**src/rtl/spi_bridge_pkg.sv**
```systemverilog
package spi_bridge_pkg;
  localparam int CMD_W  = 8;
  localparam int BYTE_W = 8;
  localparam int ADDR_W = 16;

  typedef enum logic [1:0] {PH_CMD, PH_ADDR, PH_DATA} phase_t;
  typedef enum logic [1:0] {K_MBOX, K_WRITE, K_READ} kind_t;

  // command class from the two upper bits
  function automatic kind_t decode_kind(input logic [CMD_W-1:0] c);
    if (!c[CMD_W-1])     return K_MBOX;
    else if (c[CMD_W-2]) return K_READ;
    else                 return K_WRITE;
  endfunction

  // mailbox always interrupts; RAM commands only with nonzero low bits
  function automatic logic irq_wanted(input logic [CMD_W-1:0] c);
    return !c[CMD_W-1] || (c[CMD_W-3:0] != '0);
  endfunction

  // address step with natural wrap
  function automatic logic [ADDR_W-1:0] addr_step(input logic [ADDR_W-1:0] a);
    return a + {{(ADDR_W-1){1'b0}}, 1'b1};
  endfunction
endpackage

```
**src/rtl/spi_pin_sync.sv**
```systemverilog
module spi_pin_sync #(
  parameter int   STAGES  = 2,
  parameter logic RST_VAL = 1'b0
) (
  input  logic clk,
  input  logic rst_n,
  input  logic d,
  output logic q
);
  logic [STAGES-1:0] chain;

  always_ff @(posedge clk or negedge rst_n) begin
    if (!rst_n) chain <= {STAGES{RST_VAL}};
    else        chain <= {chain[STAGES-2:0], d};
  end

  assign q = chain[STAGES-1];
endmodule

```
**src/rtl/spi_frame.sv**
```systemverilog
module spi_frame
  import spi_bridge_pkg::*;
(
  input  logic              clk,
  input  logic              rst_n,
  input  logic              cs_act,
  input  logic              cs_end,
  input  logic              sck_rise,
  input  logic              mosi,
  output logic [ADDR_W-1:0] ram_addr,
  output logic [BYTE_W-1:0] ram_wdata,
  output logic              ram_we,
  output logic              ram_re,
  output logic              byte_start,
  output logic              rd_mode,
  output logic [CMD_W-1:0]  host_cmd,
  output logic [ADDR_W-1:0] host_addr,
  output logic              irq
);
  localparam int CNT_W = $clog2(ADDR_W);
  localparam logic [CNT_W-1:0] CMD_LAST  = CNT_W'(CMD_W - 1);
  localparam logic [CNT_W-1:0] ADDR_LAST = CNT_W'(ADDR_W - 1);
  localparam logic [CNT_W-1:0] BYTE_LAST = CNT_W'(BYTE_W - 1);

  phase_t            phase;
  logic [CNT_W-1:0]  cnt;
  logic [ADDR_W-1:0] sh;
  logic [ADDR_W-1:0] sh_next;
  logic [CMD_W-1:0]  cmd_q;
  logic              cmd_ok;
  logic [ADDR_W-1:0] ptr;
  kind_t             kind_q;
  kind_t             kind_new;

  // named events
  logic ev_cmd_done, ev_addr_done, ev_byte_done, ev_field_done;

  always_comb begin
    sh_next       = {sh[ADDR_W-2:0], mosi};
    kind_q        = decode_kind(cmd_q);
    kind_new      = decode_kind(sh_next[CMD_W-1:0]);
    ev_cmd_done   = sck_rise && (phase == PH_CMD)  && (cnt == CMD_LAST);
    ev_addr_done  = sck_rise && (phase == PH_ADDR) && (cnt == ADDR_LAST);
    ev_byte_done  = sck_rise && (phase == PH_DATA) && (cnt == BYTE_LAST);
    ev_field_done = ev_cmd_done || ev_addr_done || ev_byte_done;
    byte_start    = (phase == PH_DATA) && (cnt == '0);
    rd_mode       = cs_act && (phase == PH_DATA) && (kind_q == K_READ);
  end

  always_ff @(posedge clk or negedge rst_n) begin
    if (!rst_n) begin
      phase     <= PH_CMD;
      cnt       <= '0;
      sh        <= '0;
      cmd_q     <= '0;
      cmd_ok    <= 1'b0;
      ptr       <= '0;
      ram_addr  <= '0;
      ram_wdata <= '0;
      ram_we    <= 1'b0;
      ram_re    <= 1'b0;
      host_cmd  <= '0;
      host_addr <= '0;
      irq       <= 1'b0;
    end else begin
      ram_we <= 1'b0;
      ram_re <= 1'b0;
      irq    <= 1'b0;
      if (cs_end) irq <= cmd_ok && irq_wanted(cmd_q);
      if (!cs_act) begin
        phase  <= PH_CMD;
        cnt    <= '0;
        sh     <= '0;
        cmd_ok <= 1'b0;
      end else if (sck_rise) begin
        sh  <= sh_next;
        cnt <= ev_field_done ? '0 : cnt + 1'b1;
        unique case (phase)
          PH_CMD: if (ev_cmd_done) begin
            cmd_q  <= sh_next[CMD_W-1:0];
            cmd_ok <= 1'b1;
            phase  <= PH_ADDR;
            if (kind_new == K_MBOX) host_cmd <= sh_next[CMD_W-1:0];
          end
          PH_ADDR: if (ev_addr_done) begin
            phase <= PH_DATA;
            if (kind_q == K_MBOX) host_addr <= sh_next;
            if (kind_q == K_READ) begin
              ram_addr <= sh_next;
              ram_re   <= 1'b1;
              ptr      <= addr_step(sh_next);
            end else begin
              ptr <= sh_next;
            end
          end
          PH_DATA: if (ev_byte_done) begin
            if (kind_q == K_WRITE) begin
              ram_addr  <= ptr;
              ram_wdata <= sh_next[BYTE_W-1:0];
              ram_we    <= 1'b1;
              ptr       <= addr_step(ptr);
            end else if (kind_q == K_READ) begin
              ram_addr <= ptr;
              ram_re   <= 1'b1;
              ptr      <= addr_step(ptr);
            end
          end
          default: phase <= PH_CMD;
        endcase
      end
    end
  end

  assert_strobe_excl_R11: assert property (@(posedge clk) disable iff (!rst_n)
    !(ram_we && ram_re));
  assert_we_kind_R11: assert property (@(posedge clk) disable iff (!rst_n)
    ram_we |-> (kind_q == K_WRITE));
  assert_irq_single_R8: assert property (@(posedge clk) disable iff (!rst_n)
    irq |=> !irq);
  assert_irq_after_end_R8: assert property (@(posedge clk) disable iff (!rst_n)
    irq |-> $past(cs_end));
endmodule

```
**src/rtl/spi_txpath.sv**
```systemverilog
module spi_txpath
  import spi_bridge_pkg::*;
(
  input  logic              clk,
  input  logic              rst_n,
  input  logic              cs_act,
  input  logic              sck_fall,
  input  logic              byte_start,
  input  logic              rd_mode,
  input  logic              ram_re,
  input  logic [BYTE_W-1:0] ram_rdata,
  output logic              tx_bit,
  output logic              drive
);
  logic              rd_pend;
  logic [BYTE_W-1:0] pf_buf;
  logic [BYTE_W-1:0] tx_sh;

  always_ff @(posedge clk or negedge rst_n) begin
    if (!rst_n) begin
      rd_pend <= 1'b0;
      pf_buf  <= '0;
      tx_sh   <= '0;
      drive   <= 1'b0;
    end else begin
      rd_pend <= ram_re;
      if (rd_pend) pf_buf <= ram_rdata;
      if (!cs_act) begin
        tx_sh <= '0;
        drive <= 1'b0;
      end else begin
        drive <= rd_mode;
        if (sck_fall && rd_mode)
          tx_sh <= byte_start ? pf_buf : {tx_sh[BYTE_W-2:0], 1'b0};
      end
    end
  end

  assign tx_bit = tx_sh[BYTE_W-1];

  assert_quiet_pin_R1: assert property (@(posedge clk) disable iff (!rst_n)
    !cs_act |=> !drive);
endmodule

```
**src/rtl/spi_ram_bridge.sv**
```systemverilog
module spi_ram_bridge
  import spi_bridge_pkg::*;
#(
  parameter int SYNC_STAGES = 2
) (
  input  logic              clk,
  input  logic              rst_n,
  input  logic              spi_csn,
  input  logic              spi_sck,
  input  logic              spi_mosi,
  output logic              spi_miso,
  output logic              spi_miso_oe,
  output logic [ADDR_W-1:0] ram_addr,
  output logic [BYTE_W-1:0] ram_wdata,
  output logic              ram_we,
  output logic              ram_re,
  input  logic [BYTE_W-1:0] ram_rdata,
  output logic [CMD_W-1:0]  host_cmd,
  output logic [ADDR_W-1:0] host_addr,
  output logic              host_irq
);
  logic csn_s, sck_s, mosi_s;
  logic csn_prev, sck_prev;
  logic cs_act, cs_end, sck_rise, sck_fall;
  logic byte_start, rd_mode, tx_bit, drive;

  spi_pin_sync #(.STAGES(SYNC_STAGES), .RST_VAL(1'b1)) u_sync_csn (
    .clk(clk), .rst_n(rst_n), .d(spi_csn), .q(csn_s));
  spi_pin_sync #(.STAGES(SYNC_STAGES), .RST_VAL(1'b0)) u_sync_sck (
    .clk(clk), .rst_n(rst_n), .d(spi_sck), .q(sck_s));
  spi_pin_sync #(.STAGES(SYNC_STAGES), .RST_VAL(1'b0)) u_sync_mosi (
    .clk(clk), .rst_n(rst_n), .d(spi_mosi), .q(mosi_s));

  always_ff @(posedge clk or negedge rst_n) begin
    if (!rst_n) begin
      csn_prev <= 1'b1;
      sck_prev <= 1'b0;
    end else begin
      csn_prev <= csn_s;
      sck_prev <= sck_s;
    end
  end

  always_comb begin
    cs_act   = !csn_s;
    cs_end   = csn_s && !csn_prev;
    sck_rise = cs_act && sck_s && !sck_prev;
    sck_fall = cs_act && !sck_s && sck_prev;
  end

  spi_frame u_frame (
    .clk(clk), .rst_n(rst_n), .cs_act(cs_act), .cs_end(cs_end),
    .sck_rise(sck_rise), .mosi(mosi_s),
    .ram_addr(ram_addr), .ram_wdata(ram_wdata), .ram_we(ram_we), .ram_re(ram_re),
    .byte_start(byte_start), .rd_mode(rd_mode),
    .host_cmd(host_cmd), .host_addr(host_addr), .irq(host_irq));

  spi_txpath u_tx (
    .clk(clk), .rst_n(rst_n), .cs_act(cs_act), .sck_fall(sck_fall),
    .byte_start(byte_start), .rd_mode(rd_mode), .ram_re(ram_re),
    .ram_rdata(ram_rdata), .tx_bit(tx_bit), .drive(drive));

  assign spi_miso    = tx_bit;
  assign spi_miso_oe = drive && !spi_csn;

  assert_idle_no_ram_R1: assert property (@(posedge clk) disable iff (!rst_n)
    (!cs_act && $past(!cs_act)) |-> (!ram_we && !ram_re));
endmodule

```
**config.mk**
```make
export PLATFORM = sky130hd
export DESIGN_NAME = spi_ram_bridge
export DESIGN_NICKNAME = d
export VERILOG_FILES = /design/src/rtl/spi_bridge_pkg.sv /design/src/rtl/spi_pin_sync.sv /design/src/rtl/spi_frame.sv /design/src/rtl/spi_txpath.sv /design/src/rtl/spi_ram_bridge.sv
export SDC_FILE = /design/constraint.sdc
export NUM_CORES = 1
export LEC_CHECK = 0
export BUFFER_PORTS_ARGS = -buffer_cell sky130_fd_sc_hd__buf_2
export CORE_MARGIN = 2
export CORE_UTILIZATION = 58
export DETAILED_ROUTE_END_ITERATION = 8
export GPL_TIMING_DRIVEN = 0
export MAX_ROUTING_LAYER = met4
export PLACE_DENSITY = 0.85
export SLEW_MARGIN = 20
export SYNTH_ARGS = -nofsm -noshare
export SYNTH_HDL_FRONTEND = slang
export SYNTH_SLANG_ARGS = --single-unit
```
**constraint.sdc**
```tcl
create_clock -name clk -period 2.6 [get_ports clk]
set_input_delay 0.78 -clock clk [delete_from_list [all_inputs] [get_ports clk]]
set_output_delay 0.78 -clock clk [all_outputs]
set_load 0.01 [all_outputs]
```
Word level (Yosys, flattened, before mapping):

Cells that the tools add are included.
W data, S select, Z words.

* reductions and logical operators: 44
* shift operators: 0
* add/subtract/negate cells: 3
* magnitude comparators: 0
* muxes and demuxes: 47
* multiply operators: 0
* bitwise gates (word level): 1
* div/mod/pow operators: 0
* equal/unequal tests: 13

Operator list (number)
* $mux W16: 10
* $pmux W16 S2: 2
* $add A16 B1 Y16 const B: 2
* $mux W15: 2
* $mux W8: 3
* $logic_and A1 B1 Y1: 17
* $mux W1: 17
* $mux W2: 8
* $reduce_and A5 Y1: 3
* $mux W4: 3
* $reduce_bool A2 Y1: 5
* $reduce_and A4 Y1: 2
* $reduce_and A7 Y1: 1
* $logic_not A1 Y1: 6
* $logic_not A2 Y1: 3
* $ne A3 B2 Y1 const B: 2
* $pmux W2 S3: 1
* $reduce_and A6 Y1: 1
* $reduce_bool A6 Y1: 1
* $add A4 B1 Y4 const B: 1
* $eq A2 B1 Y1 const B: 2
* $eq A2 B2 Y1 const B: 2
* $eq A4 B3 Y1 const B: 1
* $eq A4 B4 Y1 const B: 1
* 8 further kinds: 12

* memories kept: 0
* bits in registers: 123
* word-level logic and storage cells: 130
* bits in writable memories: 0
* latch bits: 0
* output and inout port bits: 53
* bits in read-only memories: 0

Longest topological paths before layout:

* depth after elaboration: 10
* depth in mapped cells: 10
* gate-level depth less buffers: 7

Cells and area by module:

A second synthesis with hierarchy kept.

* cells, all modules: 511
* area total of the unflattened synthesis: 5893.2 sq um

By module, submodules not included
* spi_frame: seq. area each 2427.3 sq um, instances 1, cells each 451, area each 4917.2 sq um
* spi_txpath: seq. area each 450.4 sq um, instances 1, cells each 47, area each 740.7 sq um
* spi_pin_sync at u_sync_mosi ...: seq. area each 50.0 sq um, instances 2, cells each 2, area each 50.0 sq um
* spi_ram_bridge: seq. area each 51.3 sq um, instances 1, cells each 7, area each 82.6 sq um
* spi_pin_sync at u_sync_csn: seq. area each 52.6 sq um, instances 1, cells each 2, area each 52.6 sq um

Worst setup path before layout:

Ideal clock, no wire load.

* path kind: reg2reg
* start: reg u_frame.phase[0]
* end: reg u_tx.tx_sh[1]
* setup time: 0.130 ns
* path slack: 0.679 ns
* path buffers: 1
* data required time: 2.470 ns
* data arrival time: 1.791 ns
* stages on the path, launching flop included: 9
* period minus slack after synthesis: 1.921 ns
* cell sequence: dfrtp_1 -> inv_1 -> ha_1 -> buf_2 -> nand2b_1 -> nor3b_2 -> mux2_2 -> nand2_1 -> o21ai_0

* cells in the longest elaborated chain, start to end: 5

RTL lines
* from (decl): RTL line spi_frame.sv:25 `phase_t phase;`
* from (signal assigned): RTL line spi_frame.sv:52 `phase <= PH_CMD;`
* from (signal assigned): RTL line spi_frame.sv:71 `phase <= PH_CMD;`
* from (signal assigned): RTL line spi_frame.sv:82 `phase <= PH_ADDR;`
* $eq A2 B2 Y1 (*): RTL line spi_frame.sv:46, spi_frame.sv:47
* $logic_and A1 B1 Y1 (on tied branches): RTL line spi_frame.sv:46, spi_frame.sv:47
* $mux W8 / $logic_and A1 B1 Y1 (equally long branches): RTL line spi_txpath.sv:34, spi_frame.sv:47
* $mux W8 / $logic_and A1 B1 Y1 (equally long branches): RTL line spi_txpath.sv:33 `if (sck_fall && rd_mode)`
* $mux W8 / $reduce_bool A2 Y1 (equally long branches)
* to (signal assigned): RTL line spi_txpath.sv:34 `tx_sh <= byte_start ? pf_buf : {tx_sh[BYTE_W-2:0], 1'b0};`
* to (decl): RTL line spi_txpath.sv:17 `logic [BYTE_W-1:0] tx_sh;`

Mark *: on every way between the ends. The rest lies on a longest branch, timed or not. The select of a mux whose other input is x is not followed.
A chain may end at the register's enable or synchronous reset.

Final worst setup path:

* start: reg u_frame.phase[0]
* end: reg u_tx.tx_sh[7]

Same word-level chain as after synthesis.

==> metrics.md <==
| Metric | Value |
|---|---|
| Status | finished, final reports clean |
| Root Driver | clkbuf_8 |
| Initial Utilization | 0.594 |
| Chip height | 104 um |
| Resized Gates After CTS | 0 |
| Postcts setup bufs | 0 |
| Worst r2r path cells | 8 |
| Peak supply drop | 0.515 mV |
| Largest net degree at the start of global routing | 81 |
| Worst-Skew Late Latency | 540 ps |
| Number of library cell types mapped by synthesis | 57 |
| Crit path DAT | 2790 ps |
| Vias/cell | 5.91 |
| DRC Markers | 0 |
| Worst path slowest cell | nor3b_2 |
| Clock Path Buffers | 2 |
| Initial DRC count | 383 |
| Total GRT Usage | 0.295 |
| Post-DP HPWL | 9.46 mm |
| Yosys Warn Count | 0 |
| Crit Path Max Fanout | 10 |
| Seq/Total Area, Yosys | 0.536 |
| Synth Flop Type | dfrtp_1 |
| Async set-reset flop share out of synthesis | 1.00 |
| Gate power share | 0.038 |
| Final Skew | 6.48 ps |
| Gate Count Post-Synth | 543 |
| Flop pwr share | 0.452 |
| Critical Path, Cell by Cell | inv_1, ha_1, buf_2, nand2b_1, nor3b_2, mux2_2, nand2_1, o21ai_0 |
| Routability cong. | 0.903 |
| Hold Fails Final Rpt | 0 |
| Slew headroom | 0.510 |
| Finish-stage setup viols | 0 |
| First-pass GRT wire length | 24.3 mm |
| Antenna Violating Nets Remaining | 0 |
| Unrepaired setup endpoints after global routing | no |
| Internal power | 3.27 mW |
| Number of global-route vias before repair | 4756 |
| R2R setup slack | 220 ps |
| Psw | 1.04 mW |
| Sw frac | 0.242 |
| Grt total ovfl | 0 |
| CTS clock-pin slew for the worst setup and hold paths | 60 ps |
| TritonCTS buffer count | 17 |
| Hold Crit Class | in2async |
| Final wirelength | 14.1 mm |
| # Max-Cap Violations | 0 |
| Clock Sinks | 123 |
| Seq cells post-synth | 123 |
| Cell Rows | 36 |
| Final #Nets | 648 |
| CP peak stage delay | 610 ps |
| CTS tree | built |
| N_diodes | 0 |
| Critical path class | reg2reg |
| Post-synth EDFFs | 0 |
| Worst Tran Pin Value | 731 ps |
| Antenna violations before repair | 0 |
| DRT Pass-1 Iters | 5 |
| Data required time of the critical path | 3000 ps |
| Mapped Avg Cell Area | 10.6 um^2 |
| Achievable Freq | 419 MHz |
| Share of layout cells above drive strength 1 | 0.278 |
| Hold-fix buffers, CTS | 0 |
| Area Overhead vs Synth | 18.8% |
| Leakage Power | 3.27 nW |
| IO Pins | 66 |
| Slew Limit Fails | 0 |
| Min Tclk post-route | 2380 ps |
| Die area | 0.0107 mm^2 |
| Worst setup SP type | register |
| Wirelength per Cell | 18.3 um |
| Setup TNS | 0 ps |
| Final core utilization | 0.706 |
| H-tree levels | 4 |
| Syn nets | 563 |
| Clock power share | 0.510 |
| Vias post-DR | 4576 |
| Reg2reg start | u_frame.phase[0] |
| IO buf count | 65 |
| Pwr dens | 630 mW/mm^2 |
| Final worst-path cycle share | 0.917 |
| DIE WIDTH | 104 um |
| Worst Setup End Kind | register |
| Core area | 0.00968 mm^2 |
| Post-synth design cell area | 0.00575 mm^2 |
| Worst flop-to-flop path endpoint | u_tx.tx_sh[7] |
==> worst max-delay path: cells and delay by family, from the launching register on <==
kind / cells / cell delay (ps)
buffers and inverters: 2 / 350
and+or+nand+nor: 3 / 810
muxes: 1 / 420
DFF: 1 / 400
AOI/OAI and AO/OA: 1 / 80
adders and majority gates: 1 / 180
==> Yosys cell counts (3+ instances only) <==
cell type	number	area, um^2
mux2i_1	12	120
xor2_1	9	78.8
o21ai_0	23	115
a21o_1	3	22.5
nor2b_1	5	31.3
a31oi_1	5	31.3
nor2_1	32	120
nand2_1	78	293
buf_2	11	55.1
ha_1	7	87.6
clkbuf_1	21	78.8
nor4_1	3	18.8
dfstp_2	3	78.8
nand4_1	7	43.8
a311oi_1	4	35.0
dfrtp_1	120	3000
xnor2_1	6	52.6
a21oi_1	50	250
nand2b_1	4	25.0
a211oi_1	3	22.5
nand3_1	15	75.1
mux2_4	7	105
inv_1	11	41.3
mux2_2	47	529
and3_1	4	25.0
nor3_1	11	55.1
==> per-stage QoR <==
| step | cells | cell area, um^2 | hold WS (ps) | setup WS [ps] | power, mW |
|---|---|---|---|---|---|
| after floorplan | 543 | 5750 | 331 | 679 | 2.06 |
| after global placement | 741 | 6240 | 334 | -693 | 2.12 |
| after detailed placement | 742 | 6280 | 341 | 274 | 2.14 |
| after CTS | 774 | 6830 | 173 | 236 | 4.32 |
| after global routing | 774 | 6830 | 193 | 85.8 | 4.44 |
| final | 774 | 6830 | 168 | 216 | 4.31 |
==> layer usage <==
metal,share of wire,up-vias,GRT usage
li1,-,2072,-
met1,0.42,2255,0.376
met2,0.49,211,0.473
met3,0.072,38,0.0736
met4,0.021,0,0.0878
met5,0,-,-
==> layout by cell type, fill, tap and decap left out, types with 9 or more instances in the layout <==
cell / instances
a21oi_1: 50
inv_1: 11
clkbuf_1: 21
xor2_1: 9
nor3_1: 11
clkbuf_16: 16
mux2_2: 47
dfrtp_1: 120
nand3_1: 15
nand2_1: 78
nor2_1: 32
mux2i_1: 12
buf_2: 75
o21ai_0: 23
==> worst max path at each step <==
| stage | from | end | slack, ps | depth (start not counted) |
|---|---|---|---|---|
| floorplan | u_frame.phase[0] | u_tx.tx_sh[1] | 680 | 8 |
| global placement | rst_n | u_frame.ram_wdata[6] | -690 | 1 |
| detailed placement | u_frame.phase[0] | u_tx.tx_sh[7] | 270 | 8 |
| CTS | u_frame.phase[0] | u_tx.tx_sh[7] | 240 | 8 |
| global route | u_frame.phase[0] | u_tx.tx_sh[4] | 90 | 8 |
| finish | u_frame.phase[0] | u_tx.tx_sh[7] | 220 | 8 |
==> cell type report <==
| type | instances | area, um^2 |
|---|---|---|
| Clock buffer | 17 | 414 |
| Tap cell | 133 | 166 |
| Clock inverter | 15 | 141 |
| Multi-Input combinational cell | 371 | 2460 |
| Timing Repair Buffer | 66 | 359 |
| Fill cell | 702 | 2850 |
| Sequential cell | 123 | 3080 |
| Inverter | 12 | 45.0 |
| Buffer | 37 | 168 |
==> flip-flops by register name, summed over array words and instances (netlist names) <==
register,count
u_sync_csn.chain,2
u_tx.pf_buf,8
u_frame.cmd_q,8
u_sync_sck.chain,2
sck_prev,1
u_frame.ram_wdata,8
u_frame.sh,15
u_frame.cnt,4
u_frame.host_addr,16
u_tx.tx_sh,8
csn_prev,1
u_frame.ram_addr,16
u_frame.ram_re,1
u_frame.host_cmd,8
u_tx.drive,1
u_frame.ram_we,1
u_frame.ptr,16
u_frame.irq,1
u_frame.cmd_ok,1
u_tx.rd_pend,1
u_frame.phase,2
u_sync_mosi.chain,2
==> power by group through the flow <==
stage	registers (mW)	logic (mW)	clock network [mW]
3_3_place_gp	1.98	0.146	0
6_report	1.95	0.164	2.20
2_1_floorplan	1.98	0.0826	0
4_1_cts	1.95	0.164	2.21
3_5_place_dp	1.98	0.161	0
5_1_grt	1.95	0.185	2.31
==> logic make-up after synthesis <==
logic type                 synth area share
DFF                                   0.536
buffers and inverters                0.0370
adders and majority gates            0.0152
and+or+nand+nor                       0.153
xor gates and xnor gates             0.0228
AOI/OAI and AO/OA                     0.105
muxes                                 0.131
No activity file was read; power rests on OpenSTA's default activity.
